$ cat src/rtl/epp_host_pkg.sv
package epp_host_pkg;

  localparam int DATA_W = 8;

  localparam logic [2:0] OFF_LATCH = 3'd0;
  localparam logic [2:0] OFF_STAT  = 3'd1;
  localparam logic [2:0] OFF_CTRL  = 3'd2;
  localparam logic [2:0] OFF_ADDR  = 3'd3;
  localparam logic [2:0] OFF_XFER  = 3'd4;

  typedef enum logic [1:0] {
    CYC_IDLE,
    CYC_SETUP,
    CYC_STROBE,
    CYC_DONE
  } cyc_state_e;

  typedef struct packed {
    logic is_addr;
    logic is_read;
  } cyc_kind_t;

  // Offsets 3 and 4 start a transfer on the port
  function automatic logic launches_cycle(logic [2:0] off);
    return (off == OFF_ADDR) || (off == OFF_XFER);
  endfunction

  function automatic cyc_kind_t decode_kind(logic [2:0] off, logic wr);
    cyc_kind_t k;
    k.is_addr = (off == OFF_ADDR);
    k.is_read = !wr;
    return k;
  endfunction

  function automatic logic [DATA_W-1:0] pack_status(logic tmo, logic wait_lvl,
                                                    logic intr_lvl);
    logic [DATA_W-1:0] v;
    v    = '0;
    v[0] = tmo;
    v[1] = wait_lvl;
    v[2] = intr_lvl;
    return v;
  endfunction

  function automatic logic [DATA_W-1:0] pack_ctrl(logic prst, logic ien);
    logic [DATA_W-1:0] v;
    v    = '0;
    v[0] = prst;
    v[1] = ien;
    return v;
  endfunction

endpackage

$ cat src/rtl/epp_sync.sv
module epp_sync #(
  parameter int   STAGES  = 2,
  parameter logic RST_VAL = 1'b1
) (
  input  logic clk,
  input  logic rst_n,
  input  logic d,
  output logic q
);
  logic [STAGES-1:0] sh;

  generate
    if (STAGES == 1) begin : g_one
      always_ff @(posedge clk or negedge rst_n) begin
        if (!rst_n) sh <= RST_VAL;
        else        sh <= d;
      end
    end else begin : g_chain
      always_ff @(posedge clk or negedge rst_n) begin
        if (!rst_n) sh <= {STAGES{RST_VAL}};
        else        sh <= {sh[STAGES-2:0], d};
      end
    end
  endgenerate

  assign q = sh[STAGES-1];
endmodule

$ cat src/rtl/epp_timer.sv
module epp_timer #(
  parameter int LIMIT = 256
) (
  input  logic clk,
  input  logic rst_n,
  input  logic clear,
  input  logic run,
  output logic expired
);
  localparam int CW = $clog2(LIMIT + 1);
  localparam logic [CW-1:0] LAST = CW'(LIMIT - 1);

  logic [CW-1:0] cnt;

  always_ff @(posedge clk or negedge rst_n) begin
    if (!rst_n)                     cnt <= '0;
    else if (clear)                 cnt <= '0;
    else if (run && cnt != LAST)    cnt <= cnt + 1'b1;
  end

  assign expired = run && (cnt == LAST);
endmodule

$ cat src/rtl/epp_cycle_fsm.sv
module epp_cycle_fsm
  import epp_host_pkg::*;
#(
  parameter int W           = 8,
  parameter int TIMEOUT_CYC = 256
) (
  input  logic         clk,
  input  logic         rst_n,
  input  logic         start,
  input  cyc_kind_t    kind,
  input  logic [W-1:0] wdata,
  input  logic         wait_s,
  input  logic [W-1:0] bus_in,
  output logic         write_n,
  output logic         dstb_n,
  output logic         astb_n,
  output logic         drive_en,
  output logic [W-1:0] drive_val,
  output logic         busy,
  output logic         done,
  output logic         timed_out,
  output logic [W-1:0] rd_data
);
  cyc_state_e   state;
  cyc_kind_t    kind_q;
  logic [W-1:0] wdata_q;
  logic [W-1:0] rd_q;
  logic         tmo_q;

  // Named handshake events
  logic hs_open;   // wait seen low in setup: strobe goes on
  logic hs_close;  // wait seen high with strobe on: strobe goes off
  logic tmo_hit;   // timer ran out before the handshake progressed
  logic tmr_run;
  logic tmr_exp;

  assign tmr_run  = (state == CYC_SETUP) || (state == CYC_STROBE);
  assign hs_open  = (state == CYC_SETUP)  && !wait_s;
  assign hs_close = (state == CYC_STROBE) &&  wait_s;
  assign tmo_hit  = tmr_exp && !hs_open && !hs_close;

  epp_timer #(.LIMIT(TIMEOUT_CYC)) u_timer (
    .clk    (clk),
    .rst_n  (rst_n),
    .clear  (start),
    .run    (tmr_run),
    .expired(tmr_exp)
  );

  always_ff @(posedge clk or negedge rst_n) begin
    if (!rst_n) begin
      state   <= CYC_IDLE;
      kind_q  <= '0;
      wdata_q <= '0;
      rd_q    <= '0;
      tmo_q   <= 1'b0;
    end else begin
      unique case (state)
        CYC_IDLE: begin
          if (start) begin
            state   <= CYC_SETUP;
            kind_q  <= kind;
            wdata_q <= wdata;
            tmo_q   <= 1'b0;
          end
        end
        CYC_SETUP: begin
          if (hs_open) begin
            state <= CYC_STROBE;
          end else if (tmo_hit) begin
            state <= CYC_DONE;
            tmo_q <= 1'b1;
            rd_q  <= '1;
          end
        end
        CYC_STROBE: begin
          if (hs_close) begin
            state <= CYC_DONE;
            if (kind_q.is_read) rd_q <= bus_in;
          end else if (tmo_hit) begin
            state <= CYC_DONE;
            tmo_q <= 1'b1;
            rd_q  <= '1;
          end
        end
        CYC_DONE: state <= CYC_IDLE;
        default:  state <= CYC_IDLE;
      endcase
    end
  end

  logic strobe_on;
  assign strobe_on = (state == CYC_STROBE);
  assign dstb_n    = !(strobe_on && !kind_q.is_addr);
  assign astb_n    = !(strobe_on &&  kind_q.is_addr);
  assign write_n   = (state == CYC_IDLE) ? 1'b1 : kind_q.is_read;
  assign drive_en  = (state != CYC_IDLE) && !kind_q.is_read;
  assign drive_val = wdata_q;
  assign busy      = (state != CYC_IDLE);
  assign done      = (state == CYC_DONE);
  assign timed_out = tmo_q;
  assign rd_data   = rd_q;

  // address and data strobes are never low together
  assert_one_strobe_R3: assert property (@(posedge clk) disable iff (!rst_n)
    $onehot0({~dstb_n, ~astb_n}));

  // a strobe falls only after wait was seen low
  assert_strobe_open_R4: assert property (@(posedge clk) disable iff (!rst_n)
    ($fell(dstb_n) || $fell(astb_n)) |-> $past(!wait_s));

  // a strobe rises only after wait was seen high, or on timeout
  assert_strobe_close_R4: assert property (@(posedge clk) disable iff (!rst_n)
    ($rose(dstb_n) || $rose(astb_n)) |-> ($past(wait_s) || $past(tmo_hit)));

  // a low direction line always comes with a driven bus
  assert_write_drives_R2: assert property (@(posedge clk) disable iff (!rst_n)
    !write_n |-> drive_en);

  // during a read strobe the bus is released
  assert_read_released_R3: assert property (@(posedge clk) disable iff (!rst_n)
    ((!dstb_n || !astb_n) && write_n) |-> !drive_en);

  // timeout releases both strobes and completes
  assert_tmo_release_R7: assert property (@(posedge clk) disable iff (!rst_n)
    tmo_hit |=> (dstb_n && astb_n && done && timed_out));
endmodule

$ cat src/rtl/epp_host_engine.sv
module epp_host_engine
  import epp_host_pkg::*;
#(
  parameter int TIMEOUT_CYC = 256,
  parameter int SYNC_STAGES = 2
) (
  input  logic              clk,
  input  logic              rst_n,
  input  logic              reg_req,
  input  logic              reg_wr,
  input  logic [2:0]        reg_addr,
  input  logic [DATA_W-1:0] reg_wdata,
  output logic [DATA_W-1:0] reg_rdata,
  output logic              reg_ready,
  output logic              pp_write_n,
  output logic              pp_dstb_n,
  output logic              pp_astb_n,
  output logic              pp_init_n,
  input  logic              pp_wait_n,
  input  logic              pp_intr_n,
  input  logic [DATA_W-1:0] pp_bus_in,
  output logic [DATA_W-1:0] pp_bus_out,
  output logic              pp_bus_oe,
  output logic              irq
);
  logic wait_s, intr_s;

  epp_sync #(.STAGES(SYNC_STAGES), .RST_VAL(1'b1)) u_sync_wait (
    .clk(clk), .rst_n(rst_n), .d(pp_wait_n), .q(wait_s));
  epp_sync #(.STAGES(SYNC_STAGES), .RST_VAL(1'b1)) u_sync_intr (
    .clk(clk), .rst_n(rst_n), .d(pp_intr_n), .q(intr_s));

  logic              fsm_busy, fsm_done, fsm_tmo, fsm_drive;
  logic [DATA_W-1:0] fsm_val, fsm_rd;

  logic              ready_q;
  logic [DATA_W-1:0] rdata_q;
  logic [DATA_W-1:0] latch_q;
  logic              prst_q, ien_q, tmo_flag_q, pend_read_q;

  // Named acceptance events
  logic accept, launch, local_acc;
  assign accept    = reg_req && !fsm_busy && !ready_q;
  assign launch    = accept && launches_cycle(reg_addr);
  assign local_acc = accept && !launch;

  epp_cycle_fsm #(.W(DATA_W), .TIMEOUT_CYC(TIMEOUT_CYC)) u_fsm (
    .clk      (clk),
    .rst_n    (rst_n),
    .start    (launch),
    .kind     (decode_kind(reg_addr, reg_wr)),
    .wdata    (reg_wdata),
    .wait_s   (wait_s),
    .bus_in   (pp_bus_in),
    .write_n  (pp_write_n),
    .dstb_n   (pp_dstb_n),
    .astb_n   (pp_astb_n),
    .drive_en (fsm_drive),
    .drive_val(fsm_val),
    .busy     (fsm_busy),
    .done     (fsm_done),
    .timed_out(fsm_tmo),
    .rd_data  (fsm_rd)
  );

  always_ff @(posedge clk or negedge rst_n) begin
    if (!rst_n) begin
      ready_q     <= 1'b0;
      rdata_q     <= '0;
      latch_q     <= '0;
      prst_q      <= 1'b0;
      ien_q       <= 1'b0;
      tmo_flag_q  <= 1'b0;
      pend_read_q <= 1'b0;
    end else begin
      ready_q <= 1'b0;
      if (launch) begin
        pend_read_q <= !reg_wr;
      end else if (local_acc) begin
        ready_q <= 1'b1;
        rdata_q <= '0;
        unique case (reg_addr)
          OFF_LATCH: begin
            if (reg_wr) latch_q <= reg_wdata;
            else        rdata_q <= latch_q;
          end
          OFF_STAT: begin
            if (reg_wr) tmo_flag_q <= 1'b0;
            else        rdata_q <= pack_status(tmo_flag_q, wait_s, intr_s);
          end
          OFF_CTRL: begin
            if (reg_wr) begin
              prst_q <= reg_wdata[0];
              ien_q  <= reg_wdata[1];
            end else begin
              rdata_q <= pack_ctrl(prst_q, ien_q);
            end
          end
          default: rdata_q <= '0;
        endcase
      end else if (fsm_done) begin
        ready_q <= 1'b1;
        rdata_q <= pend_read_q ? fsm_rd : '0;
        if (fsm_tmo) tmo_flag_q <= 1'b1;
      end
    end
  end

  assign reg_ready  = ready_q;
  assign reg_rdata  = rdata_q;
  assign pp_init_n  = !prst_q;
  assign irq        = ien_q && !intr_s;
  assign pp_bus_oe  = fsm_busy ? fsm_drive : 1'b1;
  assign pp_bus_out = fsm_busy ? fsm_val   : latch_q;

  // completion is a single-cycle pulse
  assert_ready_pulse_R6: assert property (@(posedge clk) disable iff (!rst_n)
    reg_ready |=> !reg_ready);

  // completion never overlaps an active strobe
  assert_ready_after_strobe_R6: assert property (@(posedge clk) disable iff (!rst_n)
    reg_ready |-> (pp_dstb_n && pp_astb_n));

  // outside a transfer the port drives the latch value
  assert_idle_drives_R8: assert property (@(posedge clk) disable iff (!rst_n)
    (pp_write_n && pp_dstb_n && pp_astb_n && !fsm_busy) |-> pp_bus_oe);
endmodule

$ cat config.mk
export PLATFORM = sky130hd
export DESIGN_NAME = epp_host_engine
export DESIGN_NICKNAME = d
export VERILOG_FILES = /design/src/rtl/epp_host_pkg.sv /design/src/rtl/epp_sync.sv /design/src/rtl/epp_timer.sv /design/src/rtl/epp_cycle_fsm.sv /design/src/rtl/epp_host_engine.sv
export SDC_FILE = /design/constraint.sdc
export NUM_CORES = 1
export LEC_CHECK = 0
export BUFFER_PORTS_ARGS = -buffer_cell sky130_fd_sc_hd__buf_4
export CORE_ASPECT_RATIO = 1.4
export CORE_MARGIN = 3
export CORE_UTILIZATION = 60
export CTS_CLUSTER_DIAMETER = 100
export DETAILED_ROUTE_END_ITERATION = 16
export PLACE_DENSITY = 0.85
export SLEW_MARGIN = 25
export SYNTH_ARGS = -nofsm -noshare
export SYNTH_HDL_FRONTEND = slang
export SYNTH_SLANG_ARGS = --single-unit
$ cat constraint.sdc
create_clock -name clk -period 4.15 [get_ports clk]
set_clock_uncertainty 0.05 [all_clocks]
set_input_delay 0.415 -clock clk [delete_from_list [all_inputs] [get_ports clk]]
set_output_delay 0.415 -clock clk [all_outputs]
set_load 0.01 [all_outputs]
==> flow_metrics.tcl, run 1 <==
set metrics [dict create \
    status "finished, final reports clean" \
    first_pass_iters 4 \
    fp-row-count 28 \
    yosys.area.top_type "dfrtp_1" \
    required_ps 4300 \
    reg2reg_depth 7 \
    r2r_slack_ps 1480 \
    post-route-util 0.745 \
    critPathMaxStageDelay_ps 580 \
    crit_cells 7 \
    synth_top_family_by_area "multiplexers" \
    vias 1945 \
    rsz0062_at_grt "false" \
    yosysSeqAreaShare 0.504 \
    syn_area_per_cell_um2 12.2 \
    synthesis.area_um2 2740 \
    synth_edf_count 0 \
    synth_common_cells "51 x dfrtp_1, 38 x mux2_2, 11 x nor2_1" \
    avgViaCountPerCell 5.86 \
    cts_tree "yes" \
    wl_per_cell_um 17.9 \
    finalWorstPathRequiredPeriod_ps 2670 \
    period_share 0.644 \
    cp_top_family "adder cells" \
    clock_latency_ps 310 \
    p_per_area_nw_per_um2 696 \
    netlist_instances 225 \
    cts_buffer_depth 2 \
    synth-xor-area-share 0.0192 \
    synthDominantCellAreaShare 0.466 \
    synth_compound_area_frac 0.137 \
    synth.mux.area_fraction 0.163 \
    ys_warn_count 0 \
    crit_path_start_kind "flip-flop" \
    holdCritPathClass "input port to async pin" \
    crit_buf_inv 2 \
    path_max_fanout 18 \
    holdBufCountCts 0 \
    ios 48 \
    area_delta_synth_final_pct 17.2 \
    path_cells "inv_1 -> ha_1 -> nand3b_4 -> nor3_4 -> buf_4 -> o21bai_4 -> mux2_2" \
    clk_pin_slew_ps 100 \
    final_cells 332 \
    die_height_um 86.0 \
    place_inst 324 \
    maxCapViolations 0 \
    diodes 0 \
    grt_max_degree 56 \
    grt_antenna_before_repair 0 \
    die-area_um2 5430 \
    first_global_vias 2021 \
    arrival_ps 2830 \
    initial_utilization 0.636 \
    drtAntennaViolNets 0 \
    synthSimpleGateAreaFrac 0.110 \
    grt.overflow.total 0 \
    tns_ps 0 \
    max_freq_mhz 374 \
    leakagePower_nw 1.46 \
    drtIter0Drc 72 \
    dp_hpwl_um 4200 \
    num-fill-cells 317 \
    finalSetupViolCount 0 \
    gp_congestion 0.806 \
    cts_resized 0 \
    cts_buffers 5 \
    hold_viol 0 \
    grt_pass1_wl_um 9820 \
    root_buffer "clkbuf_8" \
    cpMaxStageDelayCell "ha_1" \
    drc 0 \
    drive_gt1_frac 0.382 \
    ctsHtreeMaxLevel 2 \
    synth-main-ff-cell "dfrtp_1" \
    yosysUniqueCellTypes 48 \
    cts_setup_buffers 0 \
    port_buffers 47 \
    setup.worst_path.class "flip-flop to flip-flop" \
    cp-end-kind "flip-flop" \
    yosys.area_share.adder 0.0365 \
    synthArstFlopShare 1.00 \
    layout.nets 304 \
    core_area_um2 4310 \
    grt_usage 0.236 \
    slew_violations 0 \
    timing.slew.headroom 0.520 \
    routed_wl_um 5950 \
    synth_area_leaders "dfrtp_1 47%, mux2_2 16%, dfstp_2 3.8%" \
    synth_nets 258 \
    synth-seq-cells 55 \
    ir_drop_uv 409 \
    cts.sinks 55 \
    die_x_um 63.1 \
    yosysMostFrequentCell "dfrtp_1" \
    worstMarginPinSlew_ps 717 \
]
-- path summary, 6_finish.rpt --
kind,end,start
max reg2reg,reg_rdata[1],u_fsm.state[1]
min,u_fsm.u_timer.cnt[2],rst_n
min reg2reg,u_sync_wait.sh[1],u_sync_wait.sh[0]
max in group asynchronous,u_fsm.u_timer.cnt[0],rst_n
max,reg_rdata[1],u_fsm.state[1]
min in group clk,u_sync_intr.sh[0],pp_intr_n
-- cells by family (layout without fill, tap and decap cells) --
| logic type | Yosys count | count (layout) |
|---|---|---|
| adder cells (fa/ha/maj) | 8 | 8 |
| multiplexers | 40 | 40 |
| AND/OR/NAND/NOR | 50 | 50 |
| flip-flops | 55 | 55 |
| XOR/XNOR | 6 | 6 |
| AO/OA/AOI/OAI | 48 | 48 |
| buffers and inverters | 18 | 65 |
-- per-stage QoR --
step	cell area, µm²	total power, mW	setup WS, ps	hold slack (ps)
6_report	3210	2.24	1480	75.2
5_1_grt	3210	2.39	1310	128
4_1_cts	3210	2.25	1470	115
3_5_place_dp	3130	1.95	1490	301
3_3_place_gp	3130	1.91	1570	297
2_1_floorplan	2740	1.60	2130	69.4
-- registers in the layout, indices dropped and copies added (netlist names) --
| signal | flops |
|---|---|
| u_fsm.drive_val | 8 |
| pend_read_q | 1 |
| reg_rdata | 8 |
| u_fsm.rd_data | 8 |
| u_sync_intr.sh | 2 |
| tmo_flag_q | 1 |
| latch_q | 8 |
| reg_ready | 1 |
| u_fsm.state | 2 |
| prst_q | 1 |
| ien_q | 1 |
| u_sync_wait.sh | 2 |
| u_fsm.timed_out | 1 |
| u_fsm.kind_q | 2 |
| u_fsm.u_timer.cnt | 9 |
-- final cells by class --
cell class	instances	area, µm²	share of cell area
Inverter	9	33.8	0.0105
Sequential cell	55	1380	0.430
Multi-Input combinational cell	152	1280	0.397
Clock buffer	6	72.6	0.0226
Tap cell	60	75.1	0.0234
Timing Repair Buffer	48	360	0.112
Clock inverter	2	12.5	0.00390
-- routing by layer --
| metal | track usage | wire, µm | up-vias |
|---|---|---|---|
| met5 | 0 | 0 | - |
| met4 | 0.0984 | 112 | 0 |
| met3 | 0.0406 | 252 | 11 |
| met2 | 0.421 | 3200 | 51 |
| met1 | 0.280 | 2390 | 976 |
| li1 | - | - | 907 |
-- worst register-to-register path, cell delays in order, from the launching register on --
cell and delay, ps:
dfrtp_1 440, inv_1 130, ha_1 580, nand3b_4 240, nor3_4 220, buf_4 270, o21bai_4 240, mux2_2 390
-- power breakdown --
part | switching (mW) | internal [mW]
sequential | 0.172 | 0.762
combinational | 0.451 | 0.554
clock | 0.178 | 0.119
total | 0.801 | 1.43
-- cells in the final DEF (no fill, tap or decap), types with 3 or more instances in the layout --
master	instances
ha_1	8
nand4_1	4
xor2_1	5
inv_1	9
o31ai_1	3
a21oi_1	4
nand2_1	10
o21ai_0	5
buf_4	48
a31oi_1	4
a22o_1	5
dfrtp_1	51
mux2_2	38
dfstp_2	4
nor2b_1	5
a22oi_1	3
nor2_1	11
o22a_1	8
a32oi_1	3
o2bb2ai_1	3
clkbuf_8	5
(Power assumes the default switching activity.)
==> run 2: changes to the inputs <==
--- a/config.mk
+++ b/config.mk
@@ -8,10 +8,10 @@
 export BUFFER_PORTS_ARGS = -buffer_cell sky130_fd_sc_hd__buf_4
 export CORE_ASPECT_RATIO = 1.4
 export CORE_MARGIN = 3
-export CORE_UTILIZATION = 60
+export CORE_UTILIZATION = 50
 export CTS_CLUSTER_DIAMETER = 100
 export DETAILED_ROUTE_END_ITERATION = 16
-export PLACE_DENSITY = 0.85
+export PLACE_DENSITY = 0.75
 export SLEW_MARGIN = 25
 export SYNTH_ARGS = -nofsm -noshare
 export SYNTH_HDL_FRONTEND = slang
==> constraint.sdc (replaced) <==
create_clock -name clk -period 2.34 [get_ports clk]
set_clock_uncertainty 0.05 [all_clocks]
set_input_delay 0.234 -clock clk [delete_from_list [all_inputs] [get_ports clk]]
set_output_delay 0.234 -clock clk [all_outputs]
set_load 0.01 [all_outputs]
==> run 2 against run 1 <==
First-iteration DRC count up 22%; critical path depth down 2; die area up 18%; critical path type is now flip-flop to output pin; critical endpoint is now pp_bus_out[2]; largest power group unchanged.
==> flow_metrics.tcl, run 2 (same netlist as run 1, synthesis figures left out) <==
set metrics [dict create \
    p_per_area_nw_per_um2 1220 \
    cts_buffers 5 \
    die_x_um 68.6 \
    fp-row-count 31 \
    grt_max_degree 56 \
    core_area_um2 5240 \
    routed_wl_um 5730 \
    critPathMaxStageDelay_ps 450 \
    r2r_slack_ps 200 \
    required_ps 2060 \
    place_inst 336 \
    cpMaxStageDelayCell "dfrtp_1" \
    path_cells "inv_1 -> ha_1 -> buf_4 -> mux2_2 -> buf_4" \
    status "finished, final reports clean" \
    route.met3.wl_um 257 \
    clk_pin_slew_ps 110 \
    avgViaCountPerCell 5.70 \
    cts_resized 0 \
    slew_violations 0 \
    drc 0 \
    rr_endpoint "reg_rdata[6]" \
    grt_pass1_wl_um 9580 \
    worstMarginPinSlew_ps 696 \
    ctsHtreeMaxLevel 2 \
    ios 48 \
    layout.nets 313 \
    max_freq_mhz 457 \
    largest_reg_flops 9 \
    mostFrequentLayoutCells "54 x buf_4, 51 x dfrtp_1, 38 x mux2_2" \
    diodes 0 \
    path_max_fanout 11 \
    first_global_vias 1977 \
    gp_congestion 0.776 \
    first_pass_iters 4 \
    timing.slew.headroom 0.536 \
    wl_per_cell_um 16.5 \
    cts_setup_buffers 0 \
    tns_ps 0 \
    root_buffer "clkbuf_8" \
    hold_viol 0 \
    rsz0062_at_grt "false" \
    die_height_um 93.6 \
    holdCritPathClass "input port to flip-flop" \
    grt_antenna_before_repair 0 \
    cts_tree "yes" \
    wl_met2_um 3000 \
    cts_buffer_depth 2 \
    final_cells 347 \
    top_layer "met4" \
    m1WireLength_um 2430 \
    leakagePower_nw 1.51 \
    hold_depth 2 \
    setup.worst_path.class "flip-flop to output pin" \
    clock_latency_ps 310 \
    grt_usage 0.198 \
    final_common_cell "buf_4" \
    port_buffers 47 \
    cts.sinks 55 \
    worstHoldEndpoint "u_fsm.rd_data[6]" \
    drtIter0Drc 88 \
    initial_utilization 0.523 \
    r2r-start "u_fsm.state[1]" \
    maxCapViolations 0 \
    cpMostUsedCell "buf_4" \
    finalSetupViolCount 0 \
    die-area_um2 6420 \
    holdBufCountCts 3 \
    crit_path_start_kind "flip-flop" \
    drtAntennaViolNets 0 \
    area_delta_synth_final_pct 20.6 \
    largest-register "u_fsm.u_timer.cnt" \
    dp_hpwl_um 4060 \
    ir_drop_uv 781 \
    reg2reg_depth 6 \
    hp-start "pp_bus_in[6]" \
    period_share 0.936 \
    grt.overflow.total 0 \
    vias 1979 \
    cp-end-kind "output pin" \
    arrival_ps 1910 \
    drive_gt1_frac 0.395 \
    finalWorstPathRequiredPeriod_ps 2190 \
]
## run 2: cell type report
| class | count | area (µm²) |
|---|---|---|
| clock inverters | 3 | 27.5 |
| multi-input cells | 152 | 1280 |
| clock buffers | 5 | 68.8 |
| well taps | 66 | 82.6 |
| fillers | 434 | 1930 |
| inverters | 9 | 33.8 |
| repair buffers | 57 | 435 |
| flip-flops and latches | 55 | 1380 |
## run 2: through the flow
step / setup slack, ps / hold slack [ps] / utilization / power (mW) / area [µm²]
CTS: 145 / 62.9 / 0.631 / 4.08 / 3310
global placement: 311 / 274 / 0.607 / 3.44 / 3180
finish: 150 / 71.9 / 0.631 / 4.03 / 3310
detailed placement: 229 / 275 / 0.607 / 3.49 / 3180
global route: 75.5 / 60.3 / 0.631 / 4.34 / 3310
floorplan: 319 / -112 / - / 2.83 / 2740
## run 2: worst max-delay path, delay by kind of cell (launching register included)
kind	cells	cell delay [ps]
buffers and inverters	3	530
muxes	1	370
adders and majority gates	1	250
DFF	1	450
## run 2: how the worst max path moves through the flow
stage / startpoint / end / slack (ps) / depth (start not counted)
floorplan: u_fsm.u_timer.cnt[0] / u_fsm.u_timer.cnt[7] / 320 / 9
global placement: u_fsm.state[1] / reg_rdata[4] / 310 / 6
detailed placement: u_fsm.state[0] / reg_rdata[6] / 230 / 6
CTS: u_fsm.state[1] / pp_bus_out[4] / 150 / 5
global route: u_fsm.state[1] / pp_bus_out[3] / 80 / 5
finish: u_fsm.state[1] / pp_bus_out[2] / 150 / 5
## run 2: where the power goes
part           switching (mW)  internal [mW]  total (mW)
Sequential              0.292           1.35        1.64
Combinational           0.794           1.03        1.83
Clock                   0.341          0.223       0.564
Total                    1.43           2.61        4.03
## run 2: routing by layer
metal,vias to the layer above,GRT usage
li1,935,-
met1,982,0.260
met2,57,0.325
met3,5,0.0433
met4,0,0.0514
met5,-,0
